[src/rtl/dma_addr_seq_pkg.sv]
package dma_addr_seq_pkg;

  localparam int CFG_W     = 32;
  localparam int FRAG_W    = 17;
  localparam int RD_WID_HI = 31;
  localparam int WR_WID_HI = 29;
  localparam int MODE_HI   = 25;
  localparam int WRAP_SEL  = 23;
  localparam int WRAP_EN   = 22;
  localparam int FIX_SEL   = 21;
  localparam int FIX_EN    = 20;
  localparam int NUM_SIDES = 2;
  localparam int NUM_LVLS  = 3;

  typedef enum logic [1:0] {
    RQ_FRAG  = 2'd0,
    RQ_BLOCK = 2'd1,
    RQ_TRSC  = 2'd2,
    RQ_LIST  = 2'd3
  } req_mode_e;

  typedef enum logic [1:0] {
    ST_IDLE = 2'd0,
    ST_WAIT = 2'd1,
    ST_RUN  = 2'd2
  } seq_state_e;

  typedef struct packed {
    logic [1:0]        rd_wid;
    logic [1:0]        wr_wid;
    req_mode_e         mode;
    logic              wrap_sel;
    logic              wrap_en;
    logic              fix_sel;
    logic              fix_en;
    logic [FRAG_W-1:0] frag_len;
  } chan_cfg_t;

  function automatic logic [3:0] wid_bytes(input logic [1:0] code);
    return 4'd1 << code;
  endfunction

endpackage

[src/rtl/dma_seq_cfg.sv]
module dma_seq_cfg
  import dma_addr_seq_pkg::*;
#(
  parameter int ADDR_W = 32,
  parameter int STEP_W = 16,
  parameter int CNT_W  = 24
) (
  input  logic              clk,
  input  logic              rst_n,
  input  logic              load_i,
  input  logic [CFG_W-1:0]  cfg_word_i,
  input  logic [CNT_W-1:0]  blk_len_i,
  input  logic [CNT_W-1:0]  trsc_len_i,
  input  logic [STEP_W-1:0] src_step_i,
  input  logic [STEP_W-1:0] dst_step_i,
  input  logic [ADDR_W-1:0] wrap_ptr_i,
  input  logic [ADDR_W-1:0] wrap_to_i,
  output chan_cfg_t         cfg_o,
  output logic [CNT_W-1:0]  blk_len_o,
  output logic [CNT_W-1:0]  trsc_len_o,
  output logic [STEP_W-1:0] src_step_o,
  output logic [STEP_W-1:0] dst_step_o,
  output logic [ADDR_W-1:0] wrap_ptr_o,
  output logic [ADDR_W-1:0] wrap_to_o
);

  chan_cfg_t         cfg_d, cfg_q;
  logic [CNT_W-1:0]  blk_q, trsc_q;
  logic [STEP_W-1:0] sstep_q, dstep_q;
  logic [ADDR_W-1:0] wptr_q, wto_q;
  logic              cfg_unused;

  assign cfg_unused = ^{cfg_word_i[27:26], cfg_word_i[19:17]};

  always_comb begin
    cfg_d.rd_wid   = cfg_word_i[RD_WID_HI -: 2];
    cfg_d.wr_wid   = cfg_word_i[WR_WID_HI -: 2];
    cfg_d.mode     = req_mode_e'(cfg_word_i[MODE_HI -: 2]);
    cfg_d.wrap_sel = cfg_word_i[WRAP_SEL];
    cfg_d.wrap_en  = cfg_word_i[WRAP_EN];
    cfg_d.fix_sel  = cfg_word_i[FIX_SEL];
    cfg_d.fix_en   = cfg_word_i[FIX_EN];
    cfg_d.frag_len = cfg_word_i[FRAG_W-1:0];
  end

  always_ff @(posedge clk or negedge rst_n) begin
    if (!rst_n) begin
      cfg_q   <= '0;
      blk_q   <= '0;
      trsc_q  <= '0;
      sstep_q <= '0;
      dstep_q <= '0;
      wptr_q  <= '0;
      wto_q   <= '0;
    end else if (load_i) begin
      cfg_q   <= cfg_d;
      blk_q   <= blk_len_i;
      trsc_q  <= trsc_len_i;
      sstep_q <= src_step_i;
      dstep_q <= dst_step_i;
      wptr_q  <= wrap_ptr_i;
      wto_q   <= wrap_to_i;
    end
  end

  assign cfg_o      = cfg_q;
  assign blk_len_o  = blk_q;
  assign trsc_len_o = trsc_q;
  assign src_step_o = sstep_q;
  assign dst_step_o = dstep_q;
  assign wrap_ptr_o = wptr_q;
  assign wrap_to_o  = wto_q;

endmodule

[src/rtl/dma_seq_side.sv]
module dma_seq_side #(
  parameter int ADDR_W = 32,
  parameter int STEP_W = 16
) (
  input  logic              clk,
  input  logic              rst_n,
  input  logic              load_i,
  input  logic [ADDR_W-1:0] init_i,
  input  logic              adv_i,
  input  logic [STEP_W-1:0] step_i,
  input  logic              hold_i,
  input  logic              wrap_i,
  input  logic [ADDR_W-1:0] wrap_ptr_i,
  input  logic [ADDR_W-1:0] wrap_to_i,
  output logic [ADDR_W-1:0] addr_o
);

  logic [ADDR_W-1:0] addr_d, addr_q;
  logic              addr_en;
  logic              at_ptr;

  assign at_ptr  = (addr_q == wrap_ptr_i);
  assign addr_en = load_i | adv_i;

  always_comb begin
    addr_d = addr_q;
    if (load_i) begin
      addr_d = init_i;
    end else if (adv_i && !hold_i) begin
      if (wrap_i && at_ptr) begin
        addr_d = wrap_to_i;
      end else begin
        addr_d = addr_q + ADDR_W'(step_i);
      end
    end
  end

  always_ff @(posedge clk or negedge rst_n) begin
    if (!rst_n) begin
      addr_q <= '0;
    end else if (addr_en) begin
      addr_q <= addr_d;
    end
  end

  assign addr_o = addr_q;

  // a fixed side never moves on a beat
  a_r4_fixed_hold: assert property (@(posedge clk) disable iff (!rst_n)
    (adv_i && hold_i && !load_i) |=> $stable(addr_o));

  // reaching the pointer sends the side to the target
  a_r5_wrap_jump: assert property (@(posedge clk) disable iff (!rst_n)
    (adv_i && !hold_i && wrap_i && at_ptr && !load_i) |=> (addr_o == $past(wrap_to_i)));

  // without a beat or a load the address holds
  a_r3_idle_hold: assert property (@(posedge clk) disable iff (!rst_n)
    (!adv_i && !load_i) |=> $stable(addr_o));

endmodule

[src/rtl/dma_seq_level.sv]
module dma_seq_level #(
  parameter int CNT_W = 24
) (
  input  logic             clk,
  input  logic             rst_n,
  input  logic             load_i,
  input  logic [CNT_W-1:0] load_val_i,
  input  logic             adv_i,
  input  logic [CNT_W-1:0] reload_i,
  input  logic [CNT_W-1:0] beat_i,
  input  logic             outer_last_i,
  output logic             last_o
);

  logic [CNT_W-1:0] cnt_d, cnt_q;
  logic             cnt_en;
  logic             own_last;

  assign own_last = (cnt_q <= beat_i);
  assign last_o   = own_last | outer_last_i;
  assign cnt_en   = load_i | adv_i;

  always_comb begin
    cnt_d = cnt_q;
    if (load_i) begin
      cnt_d = load_val_i;
    end else if (adv_i) begin
      cnt_d = last_o ? reload_i : (cnt_q - beat_i);
    end
  end

  always_ff @(posedge clk or negedge rst_n) begin
    if (!rst_n) begin
      cnt_q <= '0;
    end else if (cnt_en) begin
      cnt_q <= cnt_d;
    end
  end

  // a beat inside a level always shrinks the remaining count
  a_r6_count_down: assert property (@(posedge clk) disable iff (!rst_n)
    (adv_i && !last_o && !load_i) |=> (cnt_q < $past(cnt_q)));

endmodule

[src/rtl/dma_addr_seq.sv]
module dma_addr_seq
  import dma_addr_seq_pkg::*;
#(
  parameter int ADDR_W = 32,
  parameter int STEP_W = 16,
  parameter int CNT_W  = 24
) (
  input  logic              clk,
  input  logic              rst_n,
  input  logic              start,
  input  logic              abort,
  input  logic [31:0]       cfg_word,
  input  logic [CNT_W-1:0]  blk_len,
  input  logic [CNT_W-1:0]  trsc_len,
  input  logic [ADDR_W-1:0] src_start,
  input  logic [ADDR_W-1:0] dst_start,
  input  logic [STEP_W-1:0] src_step,
  input  logic [STEP_W-1:0] dst_step,
  input  logic [ADDR_W-1:0] wrap_ptr,
  input  logic [ADDR_W-1:0] wrap_to,
  input  logic              req,
  input  logic              beat_ready,
  output logic              busy,
  output logic              beat_valid,
  output logic [ADDR_W-1:0] src_addr,
  output logic [ADDR_W-1:0] dst_addr,
  output logic [3:0]        beat_bytes,
  output logic [3:0]        wr_bytes,
  output logic              frag_done,
  output logic              blk_done,
  output logic              trsc_done
);

  localparam int LV_FRAG = 0;
  localparam int LV_BLK  = 1;
  localparam int LV_TRSC = 2;

  seq_state_e        st_d, st_q;
  chan_cfg_t         cfg;
  logic [CNT_W-1:0]  r_blk, r_trsc;
  logic [STEP_W-1:0] r_sstep, r_dstep;
  logic [ADDR_W-1:0] r_wptr, r_wto;
  logic              load, adv;
  logic [CNT_W-1:0]  beat_cnt;

  logic [ADDR_W-1:0] side_init [NUM_SIDES];
  logic [STEP_W-1:0] side_step [NUM_SIDES];
  logic              side_hold [NUM_SIDES];
  logic              side_wrap [NUM_SIDES];
  logic [ADDR_W-1:0] side_addr [NUM_SIDES];

  logic [CNT_W-1:0]  lv_load   [NUM_LVLS];
  logic [CNT_W-1:0]  lv_reload [NUM_LVLS];
  logic              lv_outer  [NUM_LVLS];
  logic              lv_last   [NUM_LVLS];

  logic              fd_d, bd_d, td_d;
  logic              fd_q, bd_q, td_q;

  assign load = start && (st_q == ST_IDLE) && !abort;
  assign adv  = (st_q == ST_RUN) && beat_ready && !abort;

  dma_seq_cfg #(
    .ADDR_W(ADDR_W), .STEP_W(STEP_W), .CNT_W(CNT_W)
  ) u_cfg (
    .clk        (clk),
    .rst_n      (rst_n),
    .load_i     (load),
    .cfg_word_i (cfg_word),
    .blk_len_i  (blk_len),
    .trsc_len_i (trsc_len),
    .src_step_i (src_step),
    .dst_step_i (dst_step),
    .wrap_ptr_i (wrap_ptr),
    .wrap_to_i  (wrap_to),
    .cfg_o      (cfg),
    .blk_len_o  (r_blk),
    .trsc_len_o (r_trsc),
    .src_step_o (r_sstep),
    .dst_step_o (r_dstep),
    .wrap_ptr_o (r_wptr),
    .wrap_to_o  (r_wto)
  );

  assign beat_cnt = CNT_W'(wid_bytes(cfg.rd_wid));

  // side 0 = source, side 1 = destination
  assign side_init[0] = src_start;
  assign side_init[1] = dst_start;
  assign side_step[0] = r_sstep;
  assign side_step[1] = r_dstep;
  assign side_hold[0] = cfg.fix_en && !cfg.fix_sel;
  assign side_hold[1] = cfg.fix_en &&  cfg.fix_sel;
  assign side_wrap[0] = cfg.wrap_en && !cfg.wrap_sel;
  assign side_wrap[1] = cfg.wrap_en &&  cfg.wrap_sel;

  for (genvar s = 0; s < NUM_SIDES; s++) begin : gen_side
    dma_seq_side #(
      .ADDR_W(ADDR_W), .STEP_W(STEP_W)
    ) u_side (
      .clk        (clk),
      .rst_n      (rst_n),
      .load_i     (load),
      .init_i     (side_init[s]),
      .adv_i      (adv),
      .step_i     (side_step[s]),
      .hold_i     (side_hold[s]),
      .wrap_i     (side_wrap[s]),
      .wrap_ptr_i (r_wptr),
      .wrap_to_i  (r_wto),
      .addr_o     (side_addr[s])
    );
  end

  assign lv_load[LV_FRAG]   = CNT_W'(cfg_word[FRAG_W-1:0]);
  assign lv_load[LV_BLK]    = blk_len;
  assign lv_load[LV_TRSC]   = trsc_len;
  assign lv_reload[LV_FRAG] = CNT_W'(cfg.frag_len);
  assign lv_reload[LV_BLK]  = r_blk;
  assign lv_reload[LV_TRSC] = r_trsc;

  for (genvar l = 0; l < NUM_LVLS; l++) begin : gen_lvl
    if (l == NUM_LVLS - 1) begin : g_top
      assign lv_outer[l] = 1'b0;
    end else begin : g_inner
      assign lv_outer[l] = lv_last[l+1];
    end
    dma_seq_level #(
      .CNT_W(CNT_W)
    ) u_lvl (
      .clk          (clk),
      .rst_n        (rst_n),
      .load_i       (load),
      .load_val_i   (lv_load[l]),
      .adv_i        (adv),
      .reload_i     (lv_reload[l]),
      .beat_i       (beat_cnt),
      .outer_last_i (lv_outer[l]),
      .last_o       (lv_last[l])
    );
  end

  always_comb begin
    st_d = st_q;
    unique case (st_q)
      ST_IDLE: if (load) st_d = ST_WAIT;
      ST_WAIT: if (req)  st_d = ST_RUN;
      ST_RUN: begin
        if (adv) begin
          if (lv_last[LV_TRSC]) begin
            st_d = ST_IDLE;
          end else if (cfg.mode == RQ_FRAG && lv_last[LV_FRAG]) begin
            st_d = ST_WAIT;
          end else if (cfg.mode == RQ_BLOCK && lv_last[LV_BLK]) begin
            st_d = ST_WAIT;
          end
        end
      end
      default: st_d = ST_IDLE;
    endcase
    if (abort) st_d = ST_IDLE;
  end

  always_comb begin
    fd_d = adv && lv_last[LV_FRAG];
    bd_d = adv && lv_last[LV_BLK];
    td_d = adv && lv_last[LV_TRSC];
  end

  always_ff @(posedge clk or negedge rst_n) begin
    if (!rst_n) begin
      st_q <= ST_IDLE;
      fd_q <= 1'b0;
      bd_q <= 1'b0;
      td_q <= 1'b0;
    end else begin
      st_q <= st_d;
      fd_q <= fd_d;
      bd_q <= bd_d;
      td_q <= td_d;
    end
  end

  assign busy       = (st_q != ST_IDLE);
  assign beat_valid = (st_q == ST_RUN);
  assign src_addr   = side_addr[0];
  assign dst_addr   = side_addr[1];
  assign beat_bytes = wid_bytes(cfg.rd_wid);
  assign wr_bytes   = wid_bytes(cfg.wr_wid);
  assign frag_done  = fd_q;
  assign blk_done   = bd_q;
  assign trsc_done  = td_q;

  // outer level ends imply the inner ones
  a_r6_nested_done: assert property (@(posedge clk) disable iff (!rst_n)
    (trsc_done |-> blk_done) and (blk_done |-> frag_done));

  // the transaction end leaves the block idle
  a_r9_end_idle: assert property (@(posedge clk) disable iff (!rst_n)
    trsc_done |-> (!busy && !beat_valid));

  // busy only rises after a start pulse
  a_r1_busy_from_start: assert property (@(posedge clk) disable iff (!rst_n)
    $rose(busy) |-> $past(start));

  // abort always lands in idle
  a_r11_abort_idle: assert property (@(posedge clk) disable iff (!rst_n)
    abort |=> (!busy && !frag_done));

  // fragment mode stops after an inner fragment end
  a_r7_frag_stall: assert property (@(posedge clk) disable iff (!rst_n)
    (adv && cfg.mode == RQ_FRAG && lv_last[LV_FRAG] && !lv_last[LV_TRSC]) |=> (busy && !beat_valid));

  // no accepted beat, no done pulse
  a_r3_no_beat_no_done: assert property (@(posedge clk) disable iff (!rst_n)
    !adv |=> !frag_done);

endmodule

[config.mk]
export PLATFORM = sky130hd
export DESIGN_NAME = dma_addr_seq
export DESIGN_NICKNAME = d
export VERILOG_FILES = /design/src/rtl/dma_addr_seq_pkg.sv /design/src/rtl/dma_seq_cfg.sv /design/src/rtl/dma_seq_side.sv /design/src/rtl/dma_seq_level.sv /design/src/rtl/dma_addr_seq.sv
export SDC_FILE = /design/constraint.sdc
export NUM_CORES = 1
export LEC_CHECK = 0
export BUFFER_PORTS_ARGS = -buffer_cell sky130_fd_sc_hd__buf_4
export CAP_MARGIN = 20
export CORE_AREA = 2 2 192 194
export DETAILED_ROUTE_END_ITERATION = 10
export DIE_AREA = 0 0 194 196
export PLACE_DENSITY = 0.81
export SLEW_MARGIN = 0
export SYNTH_ARGS = -nofsm -noshare
export SYNTH_HDL_FRONTEND = slang
export SYNTH_SLANG_ARGS = --single-unit
[constraint.sdc]
create_clock -name clk -period 8.6 [get_ports clk]
set_clock_uncertainty 0.2 [all_clocks]
set_input_delay 1.72 -clock clk [delete_from_list [all_inputs] [get_ports clk]]
set_output_delay 1.72 -clock clk [all_outputs]
set_load 0.01 [all_outputs]
# Word level (Yosys, flattened, before mapping)
# Index checks and enable logic that the tools add are counted.
[op_classes]
multipliers = 0
magnitude_cmp = 3
shifts = 2
n_eq_ne = 9
mux = 23
n_reduce_logical = 32
add_sub_neg = 5
bitwise = 3
div_mod_pow = 0
[op_table]
columns = ["operator", "count"]
rows = [
  ["$mux 24", 9],
  ["$mux 32", 6],
  ["$le 24x4->1", 3],
  ["$sub 24x4->24", 3],
  ["$add 32x16->32", 2],
  ["$eq 32x32->1", 2],
  ["$logic_and 1x1->1", 17],
  ["$mux 2", 7],
  ["$reduce_bool 2->1", 4],
  ["$shl 1x2->4 const A", 2],
  ["$ne 3x2->1 const B", 2],
  ["$pmux 2 s3", 1],
  ["$reduce_and 2->1", 3],
  ["$logic_not 1->1", 5],
  ["$ne 5x2->1 const B", 1],
  ["$eq 2x1->1 const B", 2],
  ["$logic_not 2->1", 2],
  ["$reduce_and 4->1", 1],
  ["$ne 3x3->1 const B", 1],
  ["$or 1x1->1", 3],
  ["$eq 2x2->1 const B", 1],
]
[word_totals]
word_cells = 100
mem_bits_ro = 0
n_memories = 0
latch_bits = 0
ramBits = 0
regBits = 312

# Longest topological paths before layout
# Gate-level depths: netlist of the first run.
[logic_depth]
depth_word = 10
ltp_mapped = 14
mapped_depth_nobuf = 11

# Hierarchy
# Synthesis of the first run repeated with hierarchy kept, for this count alone.
[unflattened]
cells_unflattened = 2156
hier_area_um2 = 21516.9
[by_module_without_submodules]
columns = ["module", "instances", "area_per_inst_um2", "cells_per_inst", "seq_area_each_um2"]
rows = [
  ["dma_seq_level", 3, 2722.6, 337, 600.6],
  ["dma_seq_cfg", 1, 6706.4, 361, 4279.1],
  ["dma_seq_side", 2, 3161.8, 374, 800.8],
  ["dma_addr_seq", 1, 319.1, 36, 125.1],
]

# Worst setup path before layout of the first run
# Ideal clock, no wire load.
[synth_path]
path_type = "input to register"
from = "in abort"
to = "reg gen_side[1].u_side.addr_q[16]"
n_path_buf = 1
arrival_time_ns = 3.267
setup_slack_ns = 5.009
cell_stages = 8
setup_time_ns = 0.124
cell_sequence = "nor3b_1 nand2_1 a21oi_1 clkbuf_1 a31oi_1 a21oi_1 a21oi_1 o31a_1"
[synth_via]
elab_chain_len = 5
[synth_rtl]
columns = ["item", "line", "text"]
rows = [
  ["start: declaration", "dma_addr_seq.sv:11", "input logic abort,"],
  ["$logic_not 1->1 *", "dma_addr_seq.sv:60, dma_addr_seq.sv:61", ""],
  ["$logic_and 1x1->1", "dma_addr_seq.sv:61", "assign adv = (st_q == ST_RUN) && beat_ready && !abort;"],
  ["$logic_and 1x1->1", "dma_seq_side.sv:29", "end else if (adv_i && !hold_i) begin"],
  ["$reduce_bool 2->1 (no line)", "--", ""],
  ["$reduce_and 2->1 (no line)", "--", ""],
  ["end signal: assignment", "dma_seq_side.sv:42", "addr_q <= addr_d;"],
  ["end: declaration", "dma_seq_side.sv:18", "logic [ADDR_W-1:0] addr_d, addr_q;"],
]
# Every way passes the cells marked *; elsewhere a longest branch is shown, timed or not.
# A chain may end at the register's enable or synchronous reset.

# Worst setup path in the final report of the first run
[layout_path]
from = "in abort"
to = "reg gen_side[1].u_side.addr_q[9]"
# Same word-level chain as after synthesis.

==> results of run 1 <==
-- critical path: cells and delay by family --
family                 cells  cell delay (ns)
AND/OR/NAND/NOR            3             1.55
buffers and inverters      3             0.86
AO/OA/AOI/OAI              3             0.51
-- cells by family after synthesis --
logic type / after synthesis / synth area share
muxes: 16 / 0.009832
adders and majority gates: 49 / 0.03652
DFF: 312 / 0.4382
AOI/OAI and AO/OA: 473 / 0.1683
and+or+nand+nor: 1022 / 0.2483
buffers and inverters: 156 / 0.03399
xor gates and xnor gates: 132 / 0.06489
-- cell usage after synthesis, types with 12 or more instances --
| cell type | count |
|---|---|
| nor2b_1 | 18 |
| a21o_1 | 23 |
| dfrtp_1 | 312 |
| nand2b_1 | 17 |
| clkbuf_1 | 97 |
| o31ai_1 | 12 |
| ha_1 | 44 |
| a31oi_1 | 14 |
| nor4_1 | 31 |
| xor2_1 | 102 |
| nor2_1 | 122 |
| xnor2_1 | 30 |
| buf_1 | 13 |
| a211oi_1 | 20 |
| nand3_1 | 65 |
| o211ai_1 | 27 |
| a21oi_1 | 124 |
| nand2_1 | 640 |
| and3_1 | 17 |
| mux2i_1 | 13 |
| inv_1 | 37 |
| o21ai_0 | 132 |
| o21a_1 | 12 |
| nand4_1 | 19 |
| or3_1 | 16 |
| nor3_1 | 35 |
| o311ai_0 | 16 |
-- path summary, 6_finish.rpt --
| kind | start | endpoint | slack [ns] |
|---|---|---|---|
| min in group asynchronous | rst_n | gen_lvl[1].u_lvl.cnt_q[19] | 1.05 |
| max in group asynchronous | rst_n | u_cfg.src_step_o[14] | 5.54 |
| worst min-delay path | u_cfg.trsc_len_o[19] | u_cfg.trsc_len_o[19] | 0.26 |
| worst max register to register | u_cfg.cfg_o[25] | gen_lvl[0].u_lvl.cnt_q[18] | 4.27 |
| worst min register to register | u_cfg.trsc_len_o[19] | u_cfg.trsc_len_o[19] | 0.26 |
| worst max-delay path | abort | gen_side[1].u_side.addr_o[9] | 4.23 |
-- state kept, by name, indices dropped and copies added, names as in the netlist, 16 cells and up --
signal	flops
gen_lvl.u_lvl.cnt_q	72
gen_side.u_side.addr_o	64
u_cfg.blk_len_o	24
u_cfg.cfg_o	27
u_cfg.dst_step_o	16
u_cfg.src_step_o	16
u_cfg.trsc_len_o	24
u_cfg.wrap_ptr_o	32
u_cfg.wrap_to_o	32
-- cell type report --
type | instances | area (sq um) | share of cell area
sequential | 312 | 7807 | 0.3575
tap | 468 | 585.6 | 0.02681
multi-input combinational | 1692 | 9440 | 0.4323
timing repair buffer | 335 | 2551 | 0.1168
clock inverter | 16 | 193.9 | 0.008881
antenna | 2 | 5.005 | 0.0002292
inverter | 37 | 138.9 | 0.006360
clock buffer | 52 | 1115 | 0.05105
-- cells in the final DEF (no fill, tap or decap), types with 9 or more instances in the layout --
master / netlist / routed
nand4_1: 19 / 19
xor2_1: 102 / 102
or3_1: 16 / 16
ha_1: 44 / 44
o31ai_1: 12 / 12
nand2_1: 640 / 639
and3_1: 17 / 17
o21a_1: 12 / 12
dfrtp_1: 312 / 312
nand3_1: 65 / 65
o21ai_0: 132 / 132
a31oi_1: 14 / 14
a21o_1: 23 / 23
nor2b_1: 18 / 18
clkbuf_8: 0 / 9
buf_4: 1 / 331
a21oi_1: 124 / 122
nor4_1: 31 / 31
nor2_1: 122 / 121
a211oi_1: 20 / 20
inv_1: 37 / 37
clkbuf_16: 0 / 39
mux2i_1: 13 / 13
o211ai_1: 27 / 27
xnor2_1: 30 / 30
o311ai_0: 16 / 16
nor3_1: 35 / 34
nand2b_1: 17 / 17
-- per-stage QoR --
step	setup WS, ns	power (mW)	instances	util
after global routing	3.905	6.643	2912	0.6050
after CTS	4.022	6.264	2911	0.6047
after floorplan	5.009	3.698	2160	-
after detailed placement	3.504	4.555	2843	0.5684
after global placement	3.589	4.449	2843	0.5684
final	4.230	6.277	2914	0.6052
-- routing by layer --
layer  wire length, microns  share of wire  vias up
li1                       -              -     7975
met1                  22210           0.38     8216
met2                  27390           0.46      933
met3                   5799          0.098      204
met4                   3545          0.060        0
met5                      0              0        -
-- power by group through the flow --
stage / clock network, mW / logic, mW / registers [mW]
final: 1.68 / 2.22 / 2.37
after global routing: 1.76 / 2.47 / 2.41
after CTS: 1.71 / 2.20 / 2.36
after detailed placement: 0 / 2.18 / 2.38
after global placement: 0 / 2.09 / 2.36
after floorplan: 0 / 1.48 / 2.21
==> impl_metrics.json, run 1 <==
{
  "cp_cell_sequence": "buf_4 -> nor3b_1 -> and2_1 -> buf_4 -> o21ai_1 -> buf_4 -> nor4_1 -> a22oi_1 -> a31oi_1",
  "postCtsSetupRepairBufs": 0,
  "drv_slew": 0,
  "clock_power_share": 0.268,
  "cts_buffers": 37,
  "area_delta_synth_final_pct": 22.57,
  "nets": 2710,
  "clock_tree.root_cell": "clkbuf_16",
  "first_iter_violations": 1362,
  "port_buffers": 317,
  "syn_avg_cell_area_sq_um": 8.248,
  "fin_crit_ns": 4.370,
  "finalCritPeriodShare": 0.5081,
  "gr-usage-met3": 0.06739,
  "fillers": 3088,
  "worst_pin_slew_ns": 1.079,
  "wire_per_inst_microns": 20.23,
  "synthDominantCellAreaShare": 0.4382,
  "final_area_sq_mm": 0.02184,
  "critPathKind": "in2reg",
  "grt.busiest_layer": "met2",
  "ys_async_sr_fraction": 1.000,
  "overflow": 0,
  "layout-drive-gt1-share": 0.1739,
  "share_seq_of_total_power": 0.378,
  "synthTopCellsByArea": "dfrtp_1, nand2_1, xor2_1",
  "status": "completed",
  "htree_levels": 2,
  "end_kind": "flip-flop",
  "syn_inst": 2160,
  "crit_fanout": 47,
  "ys_ff_latch": 312,
  "clock-sinks": 312,
  "netlist-cell-type-count": 73,
  "required_ns": 8.88,
  "gp_congestion": 0.9945,
  "finalHoldViolations": 0,
  "cp-start-kind": "primary input",
  "yosys_warnings": 0,
  "ff2ff_path_depth": 11,
  "yosys.area.top_type": "dfrtp_1",
  "wl_mm": 58.95,
  "path_common_cell": "buf_4",
  "cts_buffer_depth": 3,
  "via_count": 17330,
  "rsz0062_at_grt": "false",
  "antenna_found_initial": 1,
  "fin_setup_tns_ns": 0,
  "placed_area_sq_mm": 0.02051,
  "syn_nets": 2455,
  "synth_ff_type": "dfrtp_1",
  "drt_pass1_iterations": 5,
  "core-area_sq_mm": 0.03608,
  "grt_pass1_wl_mm": 91.80,
  "ioPinCount": 323,
  "rows": 70,
  "die_x_microns": 194,
  "p_comb_frac": 0.354,
  "drc": 0,
  "cts-hold-fix-buffers": 0,
  "hold-path-cell-count": 2,
  "grtUsageTotal": 0.3046,
  "relSlewSlack": 0.2740,
  "grt_pass1_vias": 16800,
  "cap_viol_max_count": 0,
  "netlist_area_sq_mm": 0.01782,
  "cts.clk_slew.worst_paths_ns": 0.06,
  "via_per_inst": 5.946,
  "grt_use_met2": 0.4922,
  "dp_hpwl_mm": 41.73,
  "worstSkewPairLatency_ns": 0.56,
  "met1_usage": 0.3782,
  "crit_slowest_cell": "nor4_1",
  "ant_nets": 0,
  "cts_tree": "yes",
  "p_int_mw": 3.861,
  "switching_share": 0.3849,
  "synth_edf_count": 0,
  "max_stage_delay_ns": 0.94,
  "synth-seq-area-share": 0.4382,
  "die_area_sq_mm": 0.03802,
  "grt_max_degree": 195,
  "ir_drop_mv": 0.2777,
  "p_leak_nw": 10.63,
  "cts_resized": 0,
  "hold_slack_ns": 0.2636,
  "power_per_cell_area_mw_per_mm2": 287.4,
  "setup_viol": 0,
  "initial_core_util": 0.4937,
  "fp.dieH_microns": 196,
  "fmax_mhz": 228.8,
  "hp-class": "reg2reg",
  "switching_power_mw": 2.416,
  "crit_arrival_ns": 4.65
}
(Power assumes the default switching activity.)
==> inputs of run 2 (changes only) <==
==> constraint.sdc (replaced) <==
create_clock -name clk -period 4.5 [get_ports clk]
set_clock_uncertainty 0.2 [all_clocks]
set_input_delay 0.9 -clock clk [delete_from_list [all_inputs] [get_ports clk]]
set_output_delay 0.9 -clock clk [all_outputs]
set_load 0.01 [all_outputs]
==> impl_metrics.json, run 2 (synthesis results as in run 1) <==
{
  "crit_arrival_ns": 4.01,
  "cts_tree": "yes",
  "cp-start-kind": "flip-flop",
  "top_register": "gen_lvl.u_lvl.cnt_q",
  "r2r_slack_ns": 0.66,
  "postCtsSetupRepairBufs": 0,
  "worstSkewPairLatency_ns": 0.53,
  "switching_share": 0.3888,
  "rows": 70,
  "setup_viol": 0,
  "crit_fanout": 23,
  "finalCritPeriodShare": 0.8534,
  "cts.clk_slew.worst_paths_ns": 0.06,
  "cp_cell_sequence": "nor2_1 -> ha_1 -> fa_1 -> nor2b_1 -> o21ai_0 -> buf_4 -> a21oi_1 -> or4_1 -> nand2_1 -> nor3_1 -> a21oi_1 -> o211ai_1",
  "layout_common_cells": "nand2_1, buf_4, dfrtp_1, o21ai_0, a21oi_1",
  "end_kind": "flip-flop",
  "critPathKind": "reg2reg",
  "cts_buffer_depth": 3,
  "ioPinCount": 323,
  "layout_commonest_cell": "nand2_1",
  "die_x_microns": 194,
  "initial_core_util": 0.4937,
  "status": "completed",
  "p_comb_frac": 0.361,
  "worst_pin_slew_ns": 1.093,
  "antenna_found_initial": 0,
  "cap_viol_max_count": 0,
  "drt_pass1_iterations": 6,
  "first_iter_violations": 1496,
  "dp_hpwl_mm": 43.43,
  "gp_congestion": 1.053,
  "ir_drop_mv": 0.4423,
  "switching_power_mw": 4.633,
  "cts-hold-fix-buffers": 0,
  "share_seq_of_total_power": 0.383,
  "fillers": 3111,
  "rsz0062_at_grt": "false",
  "fin_setup_tns_ns": 0,
  "via_count": 17480,
  "path_common_cell": "a21oi_1",
  "cts_resized": 0,
  "grt_pass1_wl_mm": 94.19,
  "grt_pass1_vias": 17180,
  "wl_mm": 59.84,
  "max_stage_delay_ns": 0.69,
  "p_int_mw": 7.281,
  "fp.dieH_microns": 196,
  "hp-class": "in2async",
  "clock-sinks": 312,
  "relSlewSlack": 0.2643,
  "overflow": 0,
  "largest_register_ffs": 72,
  "power_per_cell_area_mw_per_mm2": 543.5,
  "core-area_sq_mm": 0.03608,
  "drv_slew": 0,
  "area_delta_synth_final_pct": 23.04,
  "crit_slowest_cell": "nand2_1",
  "grtUsageTotal": 0.3111,
  "p_leak_nw": 10.70,
  "port_buffers": 317,
  "fmax_mhz": 260.4,
  "wire_per_inst_microns": 20.45,
  "diodes": 0,
  "required_ns": 4.67,
  "cts_buffers": 37,
  "drc": 0,
  "power_mw": 11.91,
  "fin_crit_ns": 3.840,
  "ant_nets": 0,
  "grt_max_degree": 106,
  "clock_tree.root_cell": "clkbuf_16",
  "layout-drive-gt1-share": 0.1790,
  "die_area_sq_mm": 0.03802,
  "via_per_inst": 5.972,
  "clock_power_share": 0.255,
  "finalHoldViolations": 0,
  "htree_levels": 2,
  "nets": 2730
}
## run 2: cell count changes in the layout (fill, tap and decap cells not counted), sizes merged
cell	change
clkinv	-2
clkbuf	-2
inv	-1
diode	-2
bufinv	-1
buf	+20
## run 2: per-stage QoR
stage | instance area, sq um | setup WS [ns] | hold WS [ns] | util | std cells
finish | 21920 | 0.6599 | 0.2202 | 0.6075 | 2926
global route | 21920 | 0.3265 | 0.2976 | 0.6075 | 2926
CTS | 21920 | 0.7326 | 0.2710 | 0.6075 | 2926
detailed placement | 20710 | 0.7342 | 0.2570 | 0.5739 | 2864
global placement | 20710 | 0.7595 | 0.2492 | 0.5739 | 2864
floorplan | 17820 | 1.157 | 0.2374 | - | 2160
## run 2: final timing paths
| path | startpoint | cells past startpoint | endpoint |
|---|---|---|---|
| min | rst_n | 1 | u_cfg.blk_len_o[9] |
| min reg2reg | u_cfg.trsc_len_o[15] | 2 | u_cfg.trsc_len_o[15] |
| max in group asynchronous | rst_n | 2 | u_cfg.dst_step_o[5] |
| max | u_cfg.cfg_o[25] | 12 | gen_lvl[1].u_lvl.cnt_q[2] |
| max reg2reg | u_cfg.cfg_o[25] | 12 | gen_lvl[1].u_lvl.cnt_q[2] |
| min in group clk | u_cfg.trsc_len_o[15] | 2 | u_cfg.trsc_len_o[15] |
## run 2: cell type report
type	instances	area, sq um	area share
clock inverters	12	137.6	0.006279
inverters	37	138.9	0.006336
multi-input cells	1692	9440	0.4307
repair buffers	355	2735	0.1248
clock buffers	50	1075	0.04903
well taps	468	585.6	0.02671
flip-flops and latches	312	7807	0.3562
## run 2: layer usage
metal,GRT usage,routed length [microns],up-vias
li1,-,-,8010
met1,0.3919,23270,8348
met2,0.5171,28210,919
met3,0.06172,5319,198
met4,0.1456,3050,0
met5,0,0,-
## run 2: power groups by stage
| stage | sequential, mW | clock (mW) | combinational (mW) |
|---|---|---|---|
| detailed placement | 4.55 | 0 | 4.21 |
| CTS | 4.52 | 3.07 | 4.24 |
| global placement | 4.53 | 0 | 4.05 |
| floorplan | 4.23 | 0 | 2.84 |
| global route | 4.63 | 3.17 | 4.79 |
| finish | 4.56 | 3.04 | 4.31 |
## run 2: critical path, delay by kind of cell, from the launching register on
family	cells	cell delay, ns
flip-flops	1	0.43
AO/OA/AOI/OAI	4	0.54
adder cells (fa/ha/maj)	2	0.47
buffers and inverters	1	0.15
AND/OR/NAND/NOR	5	1.87
